File: config.mk
export PLATFORM = sky130hd
export DESIGN_NAME = i2c_rd_target
export DESIGN_NICKNAME = d
export VERILOG_FILES = /design/src/rtl/i2c_rd_pkg.sv /design/src/rtl/i2c_rd_line_sync.sv /design/src/rtl/i2c_rd_ptr.sv /design/src/rtl/i2c_rd_fsm.sv /design/src/rtl/i2c_rd_target.sv
export SDC_FILE = /design/constraint.sdc
export NUM_CORES = 1
export LEC_CHECK = 0
export ABC_AREA = 1
export ABC_CLOCK_PERIOD_IN_PS = 3300
export BUFFER_PORTS_ARGS = -buffer_cell sky130_fd_sc_hd__buf_2
export CAP_MARGIN = 10
export CELL_PAD_IN_SITES_DETAIL_PLACEMENT = 0
export CELL_PAD_IN_SITES_GLOBAL_PLACEMENT = 1
export CORE_MARGIN = 8
export CORE_UTILIZATION = 45
export CTS_BUF_LIST = sky130_fd_sc_hd__clkbuf_8 sky130_fd_sc_hd__clkbuf_16
export CTS_CLUSTER_DIAMETER = 80
export DETAILED_ROUTE_END_ITERATION = 8
export GPL_ROUTABILITY_DRIVEN = 0
export MAX_ROUTING_LAYER = met4
export PLACE_DENSITY_LB_ADDON = 0.1
export SLEW_MARGIN = 20
export SYNTH_ARGS = -nofsm -noshare
export SYNTH_HDL_FRONTEND = slang
export SYNTH_SLANG_ARGS = --single-unit
File: constraint.sdc
create_clock -name clk_i -period 3.3 [get_ports clk_i]
set_input_delay 0.66 -clock clk_i [delete_from_list [all_inputs] [get_ports clk_i]]
set_output_delay 0.66 -clock clk_i [all_outputs]
set_load 0.005 [all_outputs]
File: src/rtl/i2c_rd_pkg.sv
`timescale 1ns/1ps
package i2c_rd_pkg;
  localparam int unsigned ADDR_W = 8;
  localparam int unsigned DATA_W = 8;
  localparam int unsigned CNT_W  = $clog2(DATA_W + 1);

  typedef enum logic [2:0] {
    ST_IDLE,
    ST_DEV,
    ST_DEV_ACK,
    ST_REG,
    ST_REG_ACK,
    ST_TX,
    ST_TX_ACK
  } st_e;
endpackage

File: src/rtl/i2c_rd_line_sync.sv
`timescale 1ns/1ps
module i2c_rd_line_sync #(
  parameter int unsigned STAGES = 2
) (
  input  logic clk_i,
  input  logic rst_ni,
  input  logic scl_i,
  input  logic sda_i,
  output logic scl_o,
  output logic sda_o,
  output logic scl_rise_o,
  output logic scl_fall_o,
  output logic start_o,
  output logic stop_o
);
  logic [STAGES-1:0] scl_ff, sda_ff;
  logic scl_q, sda_q;

  for (genvar g = 0; g < STAGES; g++) begin : g_stage
    if (g == 0) begin : g_first
      always_ff @(posedge clk_i or negedge rst_ni) begin
        if (!rst_ni) begin
          scl_ff[g] <= 1'b1;
          sda_ff[g] <= 1'b1;
        end else begin
          scl_ff[g] <= scl_i;
          sda_ff[g] <= sda_i;
        end
      end
    end else begin : g_next
      always_ff @(posedge clk_i or negedge rst_ni) begin
        if (!rst_ni) begin
          scl_ff[g] <= 1'b1;
          sda_ff[g] <= 1'b1;
        end else begin
          scl_ff[g] <= scl_ff[g-1];
          sda_ff[g] <= sda_ff[g-1];
        end
      end
    end
  end

  always_ff @(posedge clk_i or negedge rst_ni) begin
    if (!rst_ni) begin
      scl_q <= 1'b1;
      sda_q <= 1'b1;
    end else begin
      scl_q <= scl_o;
      sda_q <= sda_o;
    end
  end

  assign scl_o      = scl_ff[STAGES-1];
  assign sda_o      = sda_ff[STAGES-1];
  assign scl_rise_o = scl_o & ~scl_q;
  assign scl_fall_o = ~scl_o & scl_q;
  // SDA edge while SCL stays high
  assign start_o    = scl_o & scl_q & sda_q & ~sda_o;
  assign stop_o     = scl_o & scl_q & ~sda_q & sda_o;
endmodule

File: src/rtl/i2c_rd_ptr.sv
`timescale 1ns/1ps
module i2c_rd_ptr
  import i2c_rd_pkg::*;
#(
  parameter logic [ADDR_W-1:0] LO_END    = 8'h03,
  parameter logic [ADDR_W-1:0] MID_START = 8'h10,
  parameter logic [ADDR_W-1:0] MID_END   = 8'h18,
  parameter logic [ADDR_W-1:0] HI_START  = 8'h30,
  parameter logic [ADDR_W-1:0] HI_END    = 8'h32
) (
  input  logic              clk_i,
  input  logic              rst_ni,
  input  logic              load_i,
  input  logic [ADDR_W-1:0] load_addr_i,
  input  logic              adv_i,
  output logic [ADDR_W-1:0] ptr_o,
  output logic              addr_ok_o
);
  function automatic logic in_map(input logic [ADDR_W-1:0] a);
    return (a <= MID_END) || ((a >= HI_START) && (a <= HI_END));
  endfunction

  function automatic logic [ADDR_W-1:0] step(input logic [ADDR_W-1:0] a);
    if (a == LO_END)  return MID_START;
    if (a == MID_END) return '0;
    if (a == HI_END)  return HI_START;
    return a + 1'b1;
  endfunction

  assign addr_ok_o = in_map(load_addr_i);

  always_ff @(posedge clk_i or negedge rst_ni) begin
    if (!rst_ni)     ptr_o <= '0;
    else if (load_i) ptr_o <= load_addr_i;
    else if (adv_i)  ptr_o <= step(ptr_o);
  end
endmodule

File: src/rtl/i2c_rd_fsm.sv
`timescale 1ns/1ps
module i2c_rd_fsm
  import i2c_rd_pkg::*;
#(
  parameter logic [6:0] TGT_ADDR = 7'h0C
) (
  input  logic              clk_i,
  input  logic              rst_ni,
  input  logic              sda_s_i,
  input  logic              scl_rise_i,
  input  logic              scl_fall_i,
  input  logic              start_i,
  input  logic              stop_i,
  input  logic [DATA_W-1:0] reg_data_i,
  input  logic              addr_ok_i,
  output logic              sda_oe_o,
  output logic              load_o,
  output logic [ADDR_W-1:0] load_addr_o,
  output logic              adv_o,
  output st_e               st_o
);
  st_e               st;
  logic [CNT_W-1:0]  cnt;
  logic [DATA_W-1:0] rx_sh, tx_sh;
  logic              rw_q, ack_q, drv_ack;
  logic              byte_end, tx_load;

  assign byte_end = scl_fall_i && (cnt == CNT_W'(DATA_W));
  assign tx_load  = scl_fall_i && !start_i && !stop_i &&
                    (((st == ST_DEV_ACK) && rw_q) || ((st == ST_TX_ACK) && ack_q));
  assign adv_o       = tx_load;
  assign load_o      = byte_end && (st == ST_REG) && addr_ok_i;
  assign load_addr_o = rx_sh;
  assign sda_oe_o    = (st == ST_TX) ? ~tx_sh[DATA_W-1] : drv_ack;
  assign st_o        = st;

  always_ff @(posedge clk_i or negedge rst_ni) begin
    if (!rst_ni) begin
      st      <= ST_IDLE;
      cnt     <= '0;
      rx_sh   <= '0;
      tx_sh   <= '0;
      rw_q    <= 1'b0;
      ack_q   <= 1'b0;
      drv_ack <= 1'b0;
    end else if (start_i) begin
      st      <= ST_DEV;
      cnt     <= '0;
      drv_ack <= 1'b0;
    end else if (stop_i) begin
      st      <= ST_IDLE;
      drv_ack <= 1'b0;
    end else begin
      unique case (st)
        ST_DEV, ST_REG: begin
          if (scl_rise_i) begin
            rx_sh <= {rx_sh[DATA_W-2:0], sda_s_i};
            cnt   <= cnt + 1'b1;
          end else if (byte_end) begin
            cnt <= '0;
            if (st == ST_DEV) begin
              if (rx_sh[DATA_W-1:1] == TGT_ADDR) begin
                st      <= ST_DEV_ACK;
                drv_ack <= 1'b1;
                rw_q    <= rx_sh[0];
              end else begin
                st <= ST_IDLE;
              end
            end else if (addr_ok_i) begin
              st      <= ST_REG_ACK;
              drv_ack <= 1'b1;
            end else begin
              st <= ST_IDLE;
            end
          end
        end
        ST_DEV_ACK: begin
          if (scl_fall_i) begin
            drv_ack <= 1'b0;
            cnt     <= '0;
            if (rw_q) begin
              st    <= ST_TX;
              tx_sh <= reg_data_i;
            end else begin
              st <= ST_REG;
            end
          end
        end
        ST_REG_ACK: begin
          // wait for repeated START; further write bytes are ignored
          if (scl_fall_i) begin
            st      <= ST_IDLE;
            drv_ack <= 1'b0;
          end
        end
        ST_TX: begin
          if (scl_rise_i) begin
            cnt <= cnt + 1'b1;
          end else if (byte_end) begin
            st  <= ST_TX_ACK;
            cnt <= '0;
          end else if (scl_fall_i) begin
            tx_sh <= {tx_sh[DATA_W-2:0], 1'b0};
          end
        end
        ST_TX_ACK: begin
          if (scl_rise_i) begin
            ack_q <= ~sda_s_i;
          end else if (scl_fall_i) begin
            if (ack_q) begin
              st    <= ST_TX;
              tx_sh <= reg_data_i;
              cnt   <= '0;
            end else begin
              st <= ST_IDLE;
            end
          end
        end
        default: ;
      endcase
    end
  end
endmodule

File: src/rtl/i2c_rd_target.sv
`timescale 1ns/1ps
module i2c_rd_target
  import i2c_rd_pkg::*;
#(
  parameter logic [6:0]        TGT_ADDR    = 7'h0C,
  parameter int unsigned       SYNC_STAGES = 2,
  parameter logic [ADDR_W-1:0] LO_END      = 8'h03,
  parameter logic [ADDR_W-1:0] MID_START   = 8'h10,
  parameter logic [ADDR_W-1:0] MID_END     = 8'h18,
  parameter logic [ADDR_W-1:0] HI_START    = 8'h30,
  parameter logic [ADDR_W-1:0] HI_END      = 8'h32
) (
  input  logic              clk_i,
  input  logic              rst_ni,
  input  logic              scl_i,
  input  logic              sda_i,
  output logic              sda_oe_o,
  output logic [ADDR_W-1:0] reg_addr_o,
  input  logic [DATA_W-1:0] reg_data_i
);
  logic              scl_s, sda_s, scl_rise, scl_fall, start_p, stop_p;
  logic              load, adv, addr_ok;
  logic [ADDR_W-1:0] load_addr, ptr;
  st_e               st;

  i2c_rd_line_sync #(.STAGES(SYNC_STAGES)) u_sync (
    .clk_i      (clk_i),
    .rst_ni     (rst_ni),
    .scl_i      (scl_i),
    .sda_i      (sda_i),
    .scl_o      (scl_s),
    .sda_o      (sda_s),
    .scl_rise_o (scl_rise),
    .scl_fall_o (scl_fall),
    .start_o    (start_p),
    .stop_o     (stop_p)
  );

  i2c_rd_fsm #(.TGT_ADDR(TGT_ADDR)) u_fsm (
    .clk_i       (clk_i),
    .rst_ni      (rst_ni),
    .sda_s_i     (sda_s),
    .scl_rise_i  (scl_rise),
    .scl_fall_i  (scl_fall),
    .start_i     (start_p),
    .stop_i      (stop_p),
    .reg_data_i  (reg_data_i),
    .addr_ok_i   (addr_ok),
    .sda_oe_o    (sda_oe_o),
    .load_o      (load),
    .load_addr_o (load_addr),
    .adv_o       (adv),
    .st_o        (st)
  );

  i2c_rd_ptr #(
    .LO_END    (LO_END),
    .MID_START (MID_START),
    .MID_END   (MID_END),
    .HI_START  (HI_START),
    .HI_END    (HI_END)
  ) u_ptr (
    .clk_i       (clk_i),
    .rst_ni      (rst_ni),
    .load_i      (load),
    .load_addr_i (load_addr),
    .adv_i       (adv),
    .ptr_o       (ptr),
    .addr_ok_o   (addr_ok)
  );

  assign reg_addr_o = ptr;
endmodule

==> summary.json <==
{
  "port_buffers": 20,
  "worst_ep_required_time_ps": 2640,
  "endpoint_kind": "primary output",
  "min_period_over_period_pct": 70.2,
  "p_leak_nw": 1.43,
  "worst_slew_pin_slew_ps": 902,
  "cts.hold.buffers_added": 0,
  "area_growth_syn_to_layout_pct": 9.75,
  "die_x_um": 89.4,
  "final_hold_viol_count": 0,
  "cts_tree": "built",
  "netlist_top_cells_area": "sky130_fd_sc_hd__dfrtp_1 35%, sky130_fd_sc_hd__nand2_1 12%, sky130_fd_sc_hd__dfstp_2 6.5%, sky130_fd_sc_hd__inv_1 6.5%, sky130_fd_sc_hd__nor2_1 6.3%",
  "routed_wirelength_um": 5070,
  "number_of_warning_messages_in_the_yosys_log": 0,
  "skew_ps": 9.11,
  "global_route.overflow_total": 0,
  "detailedPlacementHpwl_um": 3790,
  "initial_antenna_violation_count": 0,
  "final_common_cell": "sky130_fd_sc_hd__nand2_1",
  "grt_max_degree": 41,
  "crit-reg2reg-launch": "u_fsm.cnt[0]",
  "clkLatencyLatePin_ps": 290,
  "netlist.area_leader.share_pct": 35.1,
  "clock-sinks": 40,
  "synthCells": 322,
  "timing_worst_setup_path_type": "reg2out",
  "final_power_w": 0.00188,
  "htree_levels": 2,
  "crit_path_max_fanout": 15,
  "max_cap_violations": 0,
  "yosys_register_bits": 40,
  "clock_slew_seen_by_the_registers_of_the_worst_setup_and_hold_paths_ps": 70,
  "root_cell_of_the_clock_tree": "sky130_fd_sc_hd__clkbuf_8",
  "finalNetCount": 361,
  "min_cycle_time_layout_ps": 2320,
  "number_of_library_cell_types_mapped_by_synthesis": 30,
  "power-per-cell-area_nw_per_um2": 706,
  "grt_pass1_wl_um": 8490,
  "detailedRoute.firstIterationViolations": 79,
  "vdd.ir_drop.worst_v": 0.000346,
  "cts-resized-gates": 0,
  "setup_repair_after_global_routing_missed_its_margin": "no",
  "seq_area_frac_synth_pct": 41.6,
  "setup_total_negative_slack_ps": 0,
  "drive_above_1_share_pct": 18.8,
  "post-cts-setup-buffers": 0,
  "hold_path.startpoint": "u_sync.sda_ff[0]",
  "cts-root-to-sink-buffers": 2,
  "setup_viol": 0,
  "critPathLaunch": "u_fsm.st_o[0]",
  "floorplan.io_pins": 21,
  "synth_top_cell_by_area": "sky130_fd_sc_hd__dfrtp_1",
  "grt_util_all_layers_pct": 13.9,
  "max_freq_mhz": 431,
  "hold_path.class": "reg2reg",
  "initial_cell_density_of_the_core_pct": 47.2,
  "core_area_um2": 5140,
  "n_antenna_cell": 0,
  "layout_common_cells": "79 x sky130_fd_sc_hd__nand2_1, 43 x sky130_fd_sc_hd__inv_1, 41 x sky130_fd_sc_hd__nor2_1",
  "routed_wire_length_per_instance_um": 12.2,
  "avg_vias_per_cell": 4.84,
  "rows": 26,
  "drc": 0,
  "postRouteAntennaNets": 0,
  "critPathLaunchType": "register",
  "vias_in_the_first_global_route": 1896,
  "post_synth_instance_area_um2": 2420,
  "via_count": 2008,
  "timing.slew.headroom_pct": 39.9,
  "syn-mean-instance-area_um2": 7.53,
  "numCtsBuffers": 5,
  "synth_fp_nets": 339,
  "finalMaxSlewViolations": 0,
  "crit_arrival_ps": 1660,
  "chip_height_um": 89.4,
  "die_area_um2": 7990,
  "outcome": "finished clean",
  "drt_first_pass_iters": 4
}
## power breakdown
part           leakage (nW)  internal (W)  total (W)  switching (W)
Clock                0.0593      0.000221   0.000386       0.000164
Combinational         0.856      0.000280   0.000744       0.000465
Sequential            0.509      0.000626   0.000748       0.000121
Total                  1.43       0.00113    0.00188       0.000751
## per-layer routing
metal	track usage, %	vias to the layer above	part of all wire [%]
li1	-	1072	-
met1	18.0	903	50
met2	21.5	27	45
met3	2.76	6	3.6
met4	4.08	0	1.2
met5	-	-	0
## synthesized netlist by cell type (all sizes together)
cell,number
nor2,42
o21ai,38
xor2,4
or2,1
nand4,4
inv,46
nor2b,1
dfstp,6
a211oi,1
nand2,87
xnor2,1
ha,5
nand3,31
dfrtp,34
o211ai,1
a21oi,8
nor3,4
mux2,3
buf,5
## state kept, by name, summed over array words and instances, names as in the netlist, 3 cells and up
| signal | cells |
|---|---|
| u_fsm.tx_sh | 8 |
| u_fsm.st_o | 3 |
| u_fsm.cnt | 4 |
| u_ptr.ptr_o | 8 |
| u_fsm.load_addr_o | 8 |
## final timing paths
check	slack (ps)	endpoint	cells past startpoint
max	980	sda_oe_o	5
min	360	u_sync.sda_o	0
max reg2reg	1500	u_ptr.ptr_o[2]	11
min reg2reg	360	u_sync.sda_o	0
max in group asynchronous	2240	u_fsm.tx_sh[1]	1
min in group asynchronous	500	u_fsm.cnt[2]	1
## worst max-delay path, stage by stage, from the launching register on
cell and delay, ps:
sky130_fd_sc_hd__dfrtp_1 540, sky130_fd_sc_hd__inv_2 100, sky130_fd_sc_hd__nor3_4 280, sky130_fd_sc_hd__inv_2 160, sky130_fd_sc_hd__o21ai_0 160, sky130_fd_sc_hd__buf_2 130
## area by class of cell
class	instances	area, µm²
multi-input combinational	231	1180
inverter	46	173
timing repair buffer	20	100
fill	553	2480
clock buffer	5	68.8
clock inverter	3	38.8
tap	70	87.6
sequential	40	1010
## metrics by stage
stage / std cells / util [%] / hold WS, ps / instance area, µm² / worst slack (ps)
2_1_floorplan: 322 / - / 345 / 2420 / 1500
3_3_place_gp: 407 / 49.7 / 346 / 2550 / 1320
3_5_place_dp: 407 / 49.7 / 349 / 2550 / 1290
4_1_cts: 415 / 51.8 / 361 / 2660 / 954
5_1_grt: 415 / 51.8 / 362 / 2660 / 821
6_report: 415 / 51.8 / 358 / 2660 / 982
## kinds of logic after synthesis
logic type,synth area share (%)
buffers and inverters,9.55
AND/OR/NAND/NOR,31.3
flip-flops,41.6
adder cells (fa/ha/maj),2.58
multiplexers,1.39
XOR/XNOR,1.81
AO/OA/AOI/OAI,11.8
No activity file was read; power rests on OpenSTA's default activity.
